[config.mk]
export PLATFORM = sky130hd
export DESIGN_NAME = alnum_frame_latch
export DESIGN_NICKNAME = d
export VERILOG_FILES = /design/src/rtl/alnum_pkg.sv /design/src/rtl/alnum_reg_decode.sv /design/src/rtl/alnum_word_store.sv /design/src/rtl/alnum_frame_publish.sv /design/src/rtl/alnum_frame_latch.sv
export SDC_FILE = /design/constraint.sdc
export NUM_CORES = 1
export LEC_CHECK = 0
export BUFFER_PORTS_ARGS = -buffer_cell sky130_fd_sc_hd__buf_2
export CAP_MARGIN = 5
export CORE_UTILIZATION = 44
export DETAILED_ROUTE_END_ITERATION = 16
export HOLD_SLACK_MARGIN = 0.12
export MAX_ROUTING_LAYER = met4
export SETUP_SLACK_MARGIN = 0.15
export SYNTH_ARGS = -nofsm -noshare
export SYNTH_HDL_FRONTEND = slang
export SYNTH_SLANG_ARGS = --single-unit
[constraint.sdc]
create_clock -name clk -period 4.1 [get_ports clk]
set_input_delay 0.41 -clock clk [delete_from_list [all_inputs] [get_ports clk]]
set_output_delay 0.41 -clock clk [all_outputs]
set_load 0.1 [all_outputs]
[src/rtl/alnum_pkg.sv]
package alnum_pkg;

   localparam int SEG_W = 16;

   typedef enum logic [2:0] {
      SEL_POS   = 3'd0,
      SEL_R1_LO = 3'd1,
      SEL_R1_HI = 3'd2,
      SEL_R2_LO = 3'd3,
      SEL_R2_HI = 3'd4
   } wr_sel_e;

   // Fixed segment reordering applied when a stored word is published.
   function automatic logic [SEG_W-1:0] seg_permute(input logic [SEG_W-1:0] w);
      logic [SEG_W-1:0] r;
      r[15] = w[7];
      r[14] = w[15];
      r[13] = w[12];
      r[12] = w[10];
      r[11] = w[8];
      r[10] = w[14];
      r[9]  = w[13];
      r[8]  = w[9];
      r[7]  = w[11];
      r[6:0] = w[6:0];
      return r;
   endfunction

endpackage

[src/rtl/alnum_reg_decode.sv]
module alnum_reg_decode
   import alnum_pkg::*;
#(
   parameter int POS_W       = 5,
   parameter int STORE_WORDS = 40,
   parameter int ROW_OFFSET  = 20,
   parameter int DATA_W      = 8
) (
   input  logic                   clk,
   input  logic                   rst_n,
   input  logic                   wr_en,
   input  logic [2:0]             wr_sel,
   input  logic [DATA_W-1:0]      wr_data,
   output logic [POS_W-1:0]       pos_q,
   output logic [STORE_WORDS-1:0] lo_en,
   output logic [STORE_WORDS-1:0] hi_en
);
   localparam int MAX_IDX = (1 << POS_W) - 1 + ROW_OFFSET;
   localparam int IDX_W   = $clog2(MAX_IDX + 1);

   logic             is_row2;
   logic             is_hi;
   logic             byte_wr;
   logic [IDX_W-1:0] tgt_idx;
   logic             tgt_ok;

   always_ff @(posedge clk or negedge rst_n) begin
      if (!rst_n)
         pos_q <= '0;
      else if (wr_en && wr_sel == SEL_POS)
         pos_q <= wr_data[POS_W-1:0];
   end

   always_comb begin
      is_row2 = (wr_sel == SEL_R2_LO) || (wr_sel == SEL_R2_HI);
      is_hi   = (wr_sel == SEL_R1_HI) || (wr_sel == SEL_R2_HI);
      byte_wr = wr_en && (wr_sel == SEL_R1_LO || wr_sel == SEL_R1_HI ||
                          wr_sel == SEL_R2_LO || wr_sel == SEL_R2_HI);
      tgt_idx = IDX_W'(pos_q) + (is_row2 ? IDX_W'(ROW_OFFSET) : IDX_W'(0));
      tgt_ok  = byte_wr && (tgt_idx < IDX_W'(STORE_WORDS));
   end

   for (genvar i = 0; i < STORE_WORDS; i++) begin : g_hit
      assign lo_en[i] = tgt_ok && !is_hi && (tgt_idx == IDX_W'(i));
      assign hi_en[i] = tgt_ok &&  is_hi && (tgt_idx == IDX_W'(i));
   end

endmodule

[src/rtl/alnum_word_store.sv]
module alnum_word_store #(
   parameter int STORE_WORDS = 40,
   parameter int DATA_W      = 8
) (
   input  logic                              clk,
   input  logic                              rst_n,
   input  logic                              clear,
   input  logic [STORE_WORDS-1:0]            lo_en,
   input  logic [STORE_WORDS-1:0]            hi_en,
   input  logic [DATA_W-1:0]                 wr_data,
   output logic [STORE_WORDS*2*DATA_W-1:0]   store_flat
);
   localparam int WORD_W = 2 * DATA_W;

   for (genvar i = 0; i < STORE_WORDS; i++) begin : g_word
      logic [WORD_W-1:0] word_q;
      logic [WORD_W-1:0] merge;

      always_comb begin
         merge = {(hi_en[i] ? wr_data : '0), (lo_en[i] ? wr_data : '0)};
      end

      // The clear happens first, so a write in the tick cycle opens the new frame.
      always_ff @(posedge clk or negedge rst_n) begin
         if (!rst_n)
            word_q <= '0;
         else
            word_q <= (clear ? '0 : word_q) | merge;
      end

      assign store_flat[i*WORD_W +: WORD_W] = word_q;
   end

endmodule

[src/rtl/alnum_frame_publish.sv]
module alnum_frame_publish
   import alnum_pkg::*;
#(
   parameter int STORE_WORDS = 40,
   parameter int ROW_OFFSET  = 20,
   parameter int PUB_PER_ROW = 16
) (
   input  logic                                clk,
   input  logic                                rst_n,
   input  logic                                tick,
   input  logic [STORE_WORDS*SEG_W-1:0]        store_flat,
   output logic [2*PUB_PER_ROW*SEG_W-1:0]      frame_words,
   output logic                                frame_valid
);
   for (genvar r = 0; r < 2; r++) begin : g_row
      for (genvar k = 0; k < PUB_PER_ROW; k++) begin : g_dig
         localparam int SRC = r * ROW_OFFSET + k;
         localparam int DST = r * PUB_PER_ROW + k;
         logic [SEG_W-1:0] out_q;

         always_ff @(posedge clk or negedge rst_n) begin
            if (!rst_n)
               out_q <= '0;
            else if (tick)
               out_q <= seg_permute(store_flat[SRC*SEG_W +: SEG_W]);
         end

         assign frame_words[DST*SEG_W +: SEG_W] = out_q;
      end
   end

   always_ff @(posedge clk or negedge rst_n) begin
      if (!rst_n)
         frame_valid <= 1'b0;
      else
         frame_valid <= tick;
   end

endmodule

[src/rtl/alnum_frame_latch.sv]
module alnum_frame_latch
   import alnum_pkg::*;
#(
   parameter int POS_W       = 5,
   parameter int STORE_WORDS = 40,
   parameter int ROW_OFFSET  = 20,
   parameter int PUB_PER_ROW = 16,
   parameter int DATA_W      = 8
) (
   input  logic                              clk,
   input  logic                              rst_n,
   input  logic                              wr_en,
   input  logic [2:0]                        wr_sel,
   input  logic [DATA_W-1:0]                 wr_data,
   input  logic                              frame_tick,
   output logic [2*PUB_PER_ROW*2*DATA_W-1:0] frame_words,
   output logic                              frame_valid
);
   localparam int WORD_W = 2 * DATA_W;

   if (WORD_W != SEG_W) begin : g_bad_width
      $error("alnum_frame_latch: DATA_W must be half the segment word width");
   end
   if (ROW_OFFSET < PUB_PER_ROW) begin : g_bad_offset
      $error("alnum_frame_latch: published rows would overlap");
   end
   if (ROW_OFFSET + PUB_PER_ROW > STORE_WORDS) begin : g_bad_depth
      $error("alnum_frame_latch: store too small for the second row");
   end

   logic [POS_W-1:0]            pos_q;
   logic [STORE_WORDS-1:0]      lo_en;
   logic [STORE_WORDS-1:0]      hi_en;
   logic [STORE_WORDS*WORD_W-1:0] store_flat;

   alnum_reg_decode #(
      .POS_W(POS_W), .STORE_WORDS(STORE_WORDS),
      .ROW_OFFSET(ROW_OFFSET), .DATA_W(DATA_W)
   ) u_dec (
      .clk(clk), .rst_n(rst_n), .wr_en(wr_en), .wr_sel(wr_sel),
      .wr_data(wr_data), .pos_q(pos_q), .lo_en(lo_en), .hi_en(hi_en)
   );

   alnum_word_store #(
      .STORE_WORDS(STORE_WORDS), .DATA_W(DATA_W)
   ) u_store (
      .clk(clk), .rst_n(rst_n), .clear(frame_tick), .lo_en(lo_en),
      .hi_en(hi_en), .wr_data(wr_data), .store_flat(store_flat)
   );

   alnum_frame_publish #(
      .STORE_WORDS(STORE_WORDS), .ROW_OFFSET(ROW_OFFSET),
      .PUB_PER_ROW(PUB_PER_ROW)
   ) u_pub (
      .clk(clk), .rst_n(rst_n), .tick(frame_tick), .store_flat(store_flat),
      .frame_words(frame_words), .frame_valid(frame_valid)
   );

endmodule

==> results of run 1 <==
power breakdown:
group          total (mW)  internal [mW]  switching (mW)
clock                9.86           5.84            4.02
combinational        2.03          0.426            1.61
sequential           10.4           10.3           0.100
total                22.3           16.6            5.73
kinds of logic after synthesis:
logic type	count (synthesis)	share of synthesized area, %
flip-flops	1030	66.60
buffers and inverters	706	7.174
AO/OA/AOI/OAI	519	8.613
multiplexers	518	15.07
AND/OR/NAND/NOR	166	2.396
adder cells (fa/ha/maj)	3	0.09700
XOR/XNOR	2	0.04527
routing by layer:
metal	global-route usage, %	vias up	routed length (µm)
met5	-	-	0
met1	32.53	12470	46210
met3	4.217	154	5311
met4	6.471	0	2467
met2	37.69	588	50610
li1	-	11080	-
sequential cells by signal (all words and copies together), names as in the netlist:
name / count
u_pub.g_row.g_dig.out_q: 512
u_store.g_word.word_q: 512
u_dec.pos_q: 5
u_pub.frame_valid: 1
how the worst max path moves through the flow:
stage                   startpoint                             to  slack [ns]  cells past startpoint
floorplan                wr_sel[0]  u_store.g_word[20].word_q[10]        1.43                     10
global route        u_dec.pos_q[2]   u_store.g_word[28].word_q[9]        1.13                      6
global placement         wr_sel[1]   u_store.g_word[28].word_q[6]        0.83                      9
CTS                 u_dec.pos_q[2]   u_store.g_word[28].word_q[7]        1.27                      6
detailed placement       wr_sel[1]   u_store.g_word[28].word_q[0]        0.76                      9
finish              u_dec.pos_q[2]   u_store.g_word[28].word_q[7]        1.31                      6
cells in the mapped netlist, types with 2 or more instances:
| cell | count | area share (%) |
|---|---|---|
| nor2_1 | 4 | 0.039 |
| nand2_1 | 73 | 0.71 |
| clkbuf_1 | 94 | 0.91 |
| dfrtp_1 | 1030 | 67 |
| buf_1 | 9 | 0.087 |
| ha_1 | 3 | 0.097 |
| nor3b_2 | 2 | 0.065 |
| and2_1 | 3 | 0.049 |
| o22ai_1 | 502 | 8.1 |
| nand2b_1 | 4 | 0.065 |
| nand3_1 | 58 | 0.75 |
| nor2b_1 | 7 | 0.11 |
| mux2_2 | 518 | 15 |
| buf_2 | 86 | 1.1 |
| inv_1 | 513 | 5.0 |
| nand4_4 | 8 | 0.44 |
| buf_4 | 3 | 0.058 |
| o22ai_2 | 10 | 0.32 |
critical path, cell delays in order (launching register included):
cell	delay [ns]
dfrtp_1	0.39
ha_1	0.23
ha_1	0.41
nor2b_2	0.61
nor2b_1	0.64
nand2_1	0.21
o22ai_1	0.19
cell type report:
type / count / area, µm²
tap: 1155 / 1445
sequential: 1030 / 25770
timing repair buffer: 584 / 3363
clock buffer: 160 / 3126
antenna: 7 / 17.52
fill: 7514 / 40570
multi-input combinational: 1208 / 10180
clock inverter: 31 / 490.5
inverter: 513 / 1926
per-stage QoR:
stage          hold WS [ns]  setup WS [ns]
3_3_place_gp         0.4849         0.8296
4_1_cts              0.2246          1.271
6_report             0.2644          1.314
5_1_grt              0.2765          1.129
3_5_place_dp         0.4889         0.7561
2_1_floorplan        0.1144          1.433
==> results.toml, run 1 <==
[detailed_routing]
drc = 0
dr.pass1.iters = 5
drt-total-wl_um = 104600
via_per_inst = 5.182
wl_per_cell_um = 22.31
dr.first_iter.drc_count = 1653
ant_nets = 0
via_count = 24290

[global_route]
grt_util_all_layers_pct = 24.10
grt_pass1_vias = 24650
grt_antenna_before_repair = 8
overflow = 0
grt_first_pass_wirelength_um = 158800
grt_max_degree = 121

[clock_network]
clkTransAtPathRegs_ns = 0.06
cts_buffers = 105
clk_latency_ns = 0.67
cts.sinks = 1030
cts_tree = "done"
h-tree-depth = 3
cts.path.max_buffers = 3
postCtsResizedCells = 0
postCtsSetupBuffers = 0
hold_buffers = 1
cts-root-buf = "clkbuf_16"

[status]
status = "finished clean"

[timing]
setup_viol = 0
final_max_slew_viol_count = 0
hold_violations = 0
fmax_ghz = 0.3590
slew_headroom_pct = 32.42
rsz0062_at_grt = "false"
min_period_ns = 2.786
fin_skew_ns = 0.04281
worst_pin_slew_ns = 1.014
fin_tns_setup_ns = 0
fin_crit_sh_pct = 67.94

[critical_path]
path_class = "reg -> reg"
crit_arrival_ns = 3.34
path_max_fanout = 10
rrSetupSlack_ns = 1.31
cp-start-kind = "flop"
worst-r2r-cell-count = 6
cp-end-kind = "flop"
worstPathRequired_ns = 4.66
r2r-end = "u_store.g_word[28].word_q[7]"
reg2reg_from = "u_dec.pos_q[2]"

[layout]
final_util_pct = 53.31
final_cells = 4688
most-common-layout-cells = "dfrtp_1, buf_2, mux2_2"
area_growth_pct = 19.69
drive_gt1_share_pct = 36.78
nets = 3460
layout_commonest_cell = "dfrtp_1"
final_area_um2 = 46320

[min_path]
hp-class = "in -> reg"
hold_start = "wr_sel[1]"
holdPathEnd = "u_dec.pos_q[3]"
hold-path-cell-count = 3

[die]
ios = 528
design.core.area_um2 = 86890
dieArea_um2 = 89140
initial_utilization_pct = 44.54
rows = 108
die_y_um = 298.6
fp.dieW_um = 298.6

[placed_design]
finalWeightedCongestion = 0.8058
dpl.cell_count = 4489
place_area_um2 = 42670
hpwl_um = 67580
numPortBuffers = 527

[synthesis]
yosys_warnings = 0
synthesis.nets = 2962
ys.flop_type = "dfrtp_1"
ys_seq_area_share_pct = 66.60
ys_types = 35
synth_edf_count = 0
synth_area_um2 = 38700
ys_seq_elements = 1030
postSynthCellCount = 2944
synth-async-reset-ratio_pct = 100.0
postSynthAreaPerCell_um2 = 13.15

[power_and_ir_drop]
leakagePower_nw = 23.15
irDropWorstVdd_mv = 0.3851
p_per_area_nw_per_um2 = 481.5
power_mw = 22.30

[run]
cap_violations = 0
No activity file was read; power rests on OpenSTA's default activity.
==> run 2: changes to the inputs <==
Settings changed: ABC_AREA set to 1.
Clock period 4.1 ns to 2.75 ns, I/O delays scaled along.
==> run 2 against run 1 <==
  * Critical path depth rose by 5
  * Power rose by 52%
  * Register-to-register slack lost 0.83 ns
  * Sequential cell count unchanged
  * Hold slack lost 0.13 ns
  * Critical path type unchanged
  * Largest cell class unchanged
==> results.toml, run 2 <==
[status]
status = "finished clean"

[layout]
nets = 4995
most-common-layout-cells = "nand2_1, dfrtp_1, buf_2"
reg_top3 = "u_pub.g_row.g_dig.out_q (512), u_store.g_word.word_q (512), u_dec.pos_q (5)"
layout_commonest_cell = "nand2_1"
final_cells = 6239
drive_gt1_share_pct = 17.24
n_fill_cell = 8440
area_growth_pct = 20.36
antennaDiodeCount = 0

[die]
fp.dieW_um = 303.7
rows = 110
ios = 528
design.core.area_um2 = 90010
die_y_um = 303.7
initial_utilization_pct = 44.48
dieArea_um2 = 92210

[timing]
fin_crit_sh_pct = 82.41
final_max_slew_viol_count = 0
fin_skew_ns = 0.02350
fmax_ghz = 0.4413
hold_violations = 0
worst_pin_slew_ns = 0.8540
setup_viol = 0
slew_headroom_pct = 43.07
min_period_ns = 2.266
fin_tns_setup_ns = 0
rsz0062_at_grt = "false"

[critical_path]
path_class = "reg -> reg"
cp-end-kind = "flop"
rrSetupSlack_ns = 0.48
cp-start-kind = "flop"
r2r-end = "u_store.g_word[1].word_q[15]"
cp_slowest_stage_delay_ns = 0.38
crit_arrival_ns = 2.89
worstPathRequired_ns = 3.37
path_common_cell = "nand2_1"
path_max_fanout = 26
reg2reg_from = "u_dec.pos_q[2]"
worst_path_max_delay_cell = "dfrtp_1"
crit_path_cell_trace = "ha_1 > ha_1 > inv_1 > nand3_1 > nand2_1 > nand2_1 > nor2_4 > buf_12 > buf_4 > nand3_1 > nand2_1"
worst-r2r-cell-count = 11

[synthesis]
synth.most_common_cell = "nand2_1"
synth_common_cells = "nand2_1, dfrtp_1, nand3_1"
ys.flop_type = "dfrtp_1"
yosysTopAreaCell = "dfrtp_1"
postSynthCellCount = 4522
ys_types = 18
synth-async-reset-ratio_pct = 100.0
synth_top_area_share_pct = 64.37
synth_area_leaders = "dfrtp_1, nand2_1, nand3_1"
synthesis.nets = 4540
yosys_warnings = 0
ys_seq_area_share_pct = 64.37
synth_area_um2 = 40040
synth_edf_count = 0
ys_seq_elements = 1030
postSynthAreaPerCell_um2 = 8.854

[run]
cap_violations = 0

[detailed_routing]
via_count = 31690
ant_nets = 0
drc = 0
drt-total-wl_um = 118000
via_per_inst = 5.079
wl_per_cell_um = 18.91
dr.first_iter.drc_count = 3008
dr.pass1.iters = 5

[clock_network]
cts_tree = "done"
postCtsSetupBuffers = 0
cts_buffers = 108
clkTransAtPathRegs_ns = 0.06
cts.sinks = 1030
cts-root-buf = "clkbuf_16"
clk_latency_ns = 0.69
h-tree-depth = 3
cts.path.max_buffers = 3

[placed_design]
hpwl_um = 72140
finalWeightedCongestion = 0.8150
numPortBuffers = 527
dpl.cell_count = 6038

[global_route]
grt-busiest-layer = "met2"
grt_max_degree = 178
grt_util_all_layers_pct = 26.27
grt_pass1_vias = 31010
overflow = 0
grt_util_met2_pct = 39.72
grt.met3_usage_pct = 3.557
grt_first_pass_wirelength_um = 184500
grt_util_met1_pct = 36.21
grt_antenna_before_repair = 0

[power_and_ir_drop]
leakagePower_nw = 28.67
irDropWorstVdd_mv = 0.5803
p_per_area_nw_per_um2 = 704.2

[min_path]
hold_start = "wr_data[3]"
hold-path-cell-count = 3
hp-class = "in -> reg"
holdPathEnd = "u_store.g_word[0].word_q[11]"
-- run 2: report_power, final --
group          switching (mW)  internal [mW]
registers               0.130           15.3
logic                    2.27          0.512
clock network            6.13           9.55
-- run 2: worst max path at each step --
stage / to / start
2_1_floorplan: u_store.g_word[0].word_q[7] / wr_sel[1]
3_3_place_gp: u_store.g_word[0].word_q[15] / wr_sel[1]
3_5_place_dp: u_store.g_word[1].word_q[15] / wr_sel[1]
4_1_cts: u_store.g_word[1].word_q[15] / u_dec.pos_q[2]
5_1_grt: u_store.g_word[1].word_q[15] / u_dec.pos_q[2]
6_report: u_store.g_word[1].word_q[15] / u_dec.pos_q[2]
-- run 2: kinds of logic after synthesis --
| family | Yosys count | share of synthesized area (%) |
|---|---|---|
| and+or+nand+nor | 3153 | 31.45 |
| DFF | 1030 | 64.37 |
| buffers and inverters | 330 | 3.956 |
| AOI/OAI and AO/OA | 3 | 0.04688 |
| muxes | 3 | 0.08437 |
| adders and majority gates | 3 | 0.09376 |
-- run 2: critical path: cells and delay by family, from the launching register on --
kind / cells / cell delay [ns]
fa+ha+maj: 2 / 0.53
buf+inv: 3 / 0.62
flops: 1 / 0.38
simple gates: 6 / 0.64
-- run 2: cell type report --
type,instances,area [µm²],area share (%)
Clock buffer,160,3252,6.748
Clock inverter,36,595.6,1.236
Inverter,14,60.06,0.1246
Multi-Input combinational cell,3162,12690,26.33
Sequential cell,1030,25770,53.48
Tap cell,1176,1471,3.053
Timing Repair Buffer,661,4347,9.020
-- run 2: layer usage --
metal  routed length [µm]  vias to the layer above
met1                52470                    15610
li1                     -                    14900
met5                    0                        -
met2                54820                      986
met3                 6460                      201
met4                 4257                        0
-- run 2: what timing repair did --
item,4_1_cts,5_1_grt
endpoints found under the hold margin,487,0
gates resized for setup,0,0
hold buffers,5,0
-- run 2: through the flow --
step                hold slack [ns]  utilization, %  worst slack [ns]  total power [mW]  cell area (µm²)
floorplan                  -0.02059               -            0.7504             17.42            40040
global placement             0.2902           49.21            0.1973             18.54            44290
detailed placement           0.2897           49.21            0.1472             18.54            44290
CTS                          0.1221           53.54            0.4973             34.23            48190
global route                 0.1567           53.54            0.2979             35.03            48190
finish                       0.1342           53.54            0.4838             33.94            48190
==> run 3: changes to the inputs <==
Settings changed: ABC_AREA 1 to 0, PLACE_DENSITY set to 0.66.
Clock period 2.75 ns to 2 ns, I/O delays scaled along.
==> run 3 against run 2 <==
  * Final area is 4.7% higher
  * First-iteration DRC count decreased by 46%
  * Sequential power is 38% higher
==> results.toml, run 3 (synthesized netlist as in run 1, its figures left out) <==
[detailed_routing]
drc = 0
via_count = 25630
dr.first_iter.drc_count = 1636
via_per_inst = 5.294
ant_nets = 0
wl_per_cell_um = 22.55
drt-total-wl_um = 109200
dr.pass1.iters = 5

[global_route]
grt_pass1_vias = 25970
grt.met3_usage_pct = 3.221
grt_util_all_layers_pct = 24.80
overflow = 0
grt-busiest-layer = "met2"
grt_max_degree = 104
grt_util_met2_pct = 39.63
grt_first_pass_wirelength_um = 164100
grt_antenna_before_repair = 2
grt_util_met1_pct = 32.91

[layout]
reg_top3 = "u_pub.g_row.g_dig.out_q (512), u_store.g_word.word_q (512), u_dec.pos_q (5)"
drive_gt1_share_pct = 47.27
area_growth_pct = 30.41
final_area_um2 = 50470
final_cells = 4842
final_util_pct = 58.08
most-common-layout-cells = "dfrtp_1, buf_2, mux2_2"
nets = 3626
layout_commonest_cell = "dfrtp_1"

[critical_path]
path_max_fanout = 7
worst-r2r-cell-count = 8
cp-start-kind = "flop"
crit_arrival_ns = 2.44
worstPathRequired_ns = 2.51
reg2reg_from = "u_dec.pos_q[4]"
r2r-end = "u_store.g_word[10].word_q[6]"
cp-end-kind = "flop"
path_class = "reg -> reg"
rrSetupSlack_ns = 0.07

[clock_network]
cts.path.max_buffers = 3
cts.sinks = 1030
clk_latency_ns = 0.66
cts-root-buf = "clkbuf_16"
h-tree-depth = 3
clkTransAtPathRegs_ns = 0.06
cts_tree = "done"
cts_buffers = 104

[timing]
final_max_slew_viol_count = 0
fin_skew_ns = 0.01641
worst_pin_slew_ns = 0.8489
rsz0062_at_grt = "true"
hold_violations = 0
fin_crit_sh_pct = 96.35
min_period_ns = 1.927
slew_headroom_pct = 43.22
setup_slack_ns = 0.07305
setup_viol = 0
fmax_ghz = 0.5190

[placed_design]
hpwl_um = 72110
dpl.cell_count = 4626
finalWeightedCongestion = 0.8080
numPortBuffers = 527
place_area_um2 = 44770
dp_worst_setup_slack_ns = -0.2519

[power_and_ir_drop]
irDropWorstVdd_mv = 0.7584
p_per_area_nw_per_um2 = 930.4
leakagePower_nw = 24.68
power_mw = 46.95

[die]
die_y_um = 298.6
ios = 528
rows = 108
design.core.area_um2 = 86890
initial_utilization_pct = 44.54
dieArea_um2 = 89140
fp.dieW_um = 298.6

[min_path]
hold_start = "wr_data[1]"
holdPathEnd = "u_store.g_word[31].word_q[1]"
hp-class = "in -> reg"
hold-path-cell-count = 3

[run]
cap_violations = 0

[status]
status = "finished clean"
==> run 3: cell types whose count changed in the layout (fill, tap and decap cells not counted), moves of 18 or more <==
cell,previous run,this run
inv_1,9,513
buf_12,52,86
nand3_4,0,35
o22ai_1,0,297
nor2_2,24,2
buf_4,85,103
nand2_1,2591,53
o22ai_2,0,206
mux2_2,3,517
buf_6,0,19
nand3_1,516,10
==> run 3: worst max-delay path, stage by stage (launching register included) <==
cell      delay [ns]
dfrtp_1         0.41
ha_4            0.27
a21boi_4        0.14
a21o_4          0.26
buf_6           0.12
buf_12          0.14
buf_12          0.13
nand3_4         0.19
o22ai_1         0.12
==> run 3: area by class of cell <==
cell class              count  area [µm²]
diodes                      2       5.005
well taps                1155        1445
flip-flops and latches   1030       25770
inverters                 513        1926
fillers                  6827       36420
multi-input cells        1208       12280
clock inverters            40       445.4
clock buffers             143        2982
repair buffers            751        5607
==> run 3: repair_timing <==
action,CTS,global route
pin swaps,25,60
buffers inserted,9,9
endpoints found under the hold margin,1072,0
resized for setup,64,244
setup endpoints to repair,243,443
hold buffers,9,0
gates cloned,2,2
==> run 3: metal layers <==
layer | up-vias | routed length (µm)
met5 | - | 0
met4 | 0 | 2926
met3 | 146 | 4626
met2 | 633 | 55190
met1 | 13470 | 46450
li1 | 11390 | -
==> run 3: stage by stage <==
stage,setup TNS [ns],hold slack (ns)
final,0,0.1891
after global routing,0,0.1857
after CTS,0,0.1457
after detailed placement,-84.73,0.1639
after global placement,-74.41,0.1614
after floorplan,-19.74,-0.09559
==> run 3: how the worst max path moves through the flow <==
stage | from | to | slack, ns | depth (start not counted)
2_1_floorplan | wr_sel[0] | u_store.g_word[31].word_q[14] | -0.09 | 10
3_3_place_gp | wr_sel[0] | u_store.g_word[22].word_q[3] | -0.27 | 10
3_5_place_dp | wr_sel[0] | u_store.g_word[8].word_q[1] | -0.25 | 10
4_1_cts | u_dec.pos_q[2] | u_store.g_word[15].word_q[14] | 0.11 | 9
5_1_grt | u_dec.pos_q[4] | u_store.g_word[10].word_q[6] | 0.03 | 8
6_report | u_dec.pos_q[4] | u_store.g_word[10].word_q[6] | 0.07 | 8
==> run 3: power by group <==
part,internal (mW),switching (mW),total [mW]
Clock,11.2,8.18,19.4
Sequential,21.1,0.227,21.4
Combinational,2.14,4.03,6.17
Total,34.5,12.4,47.0
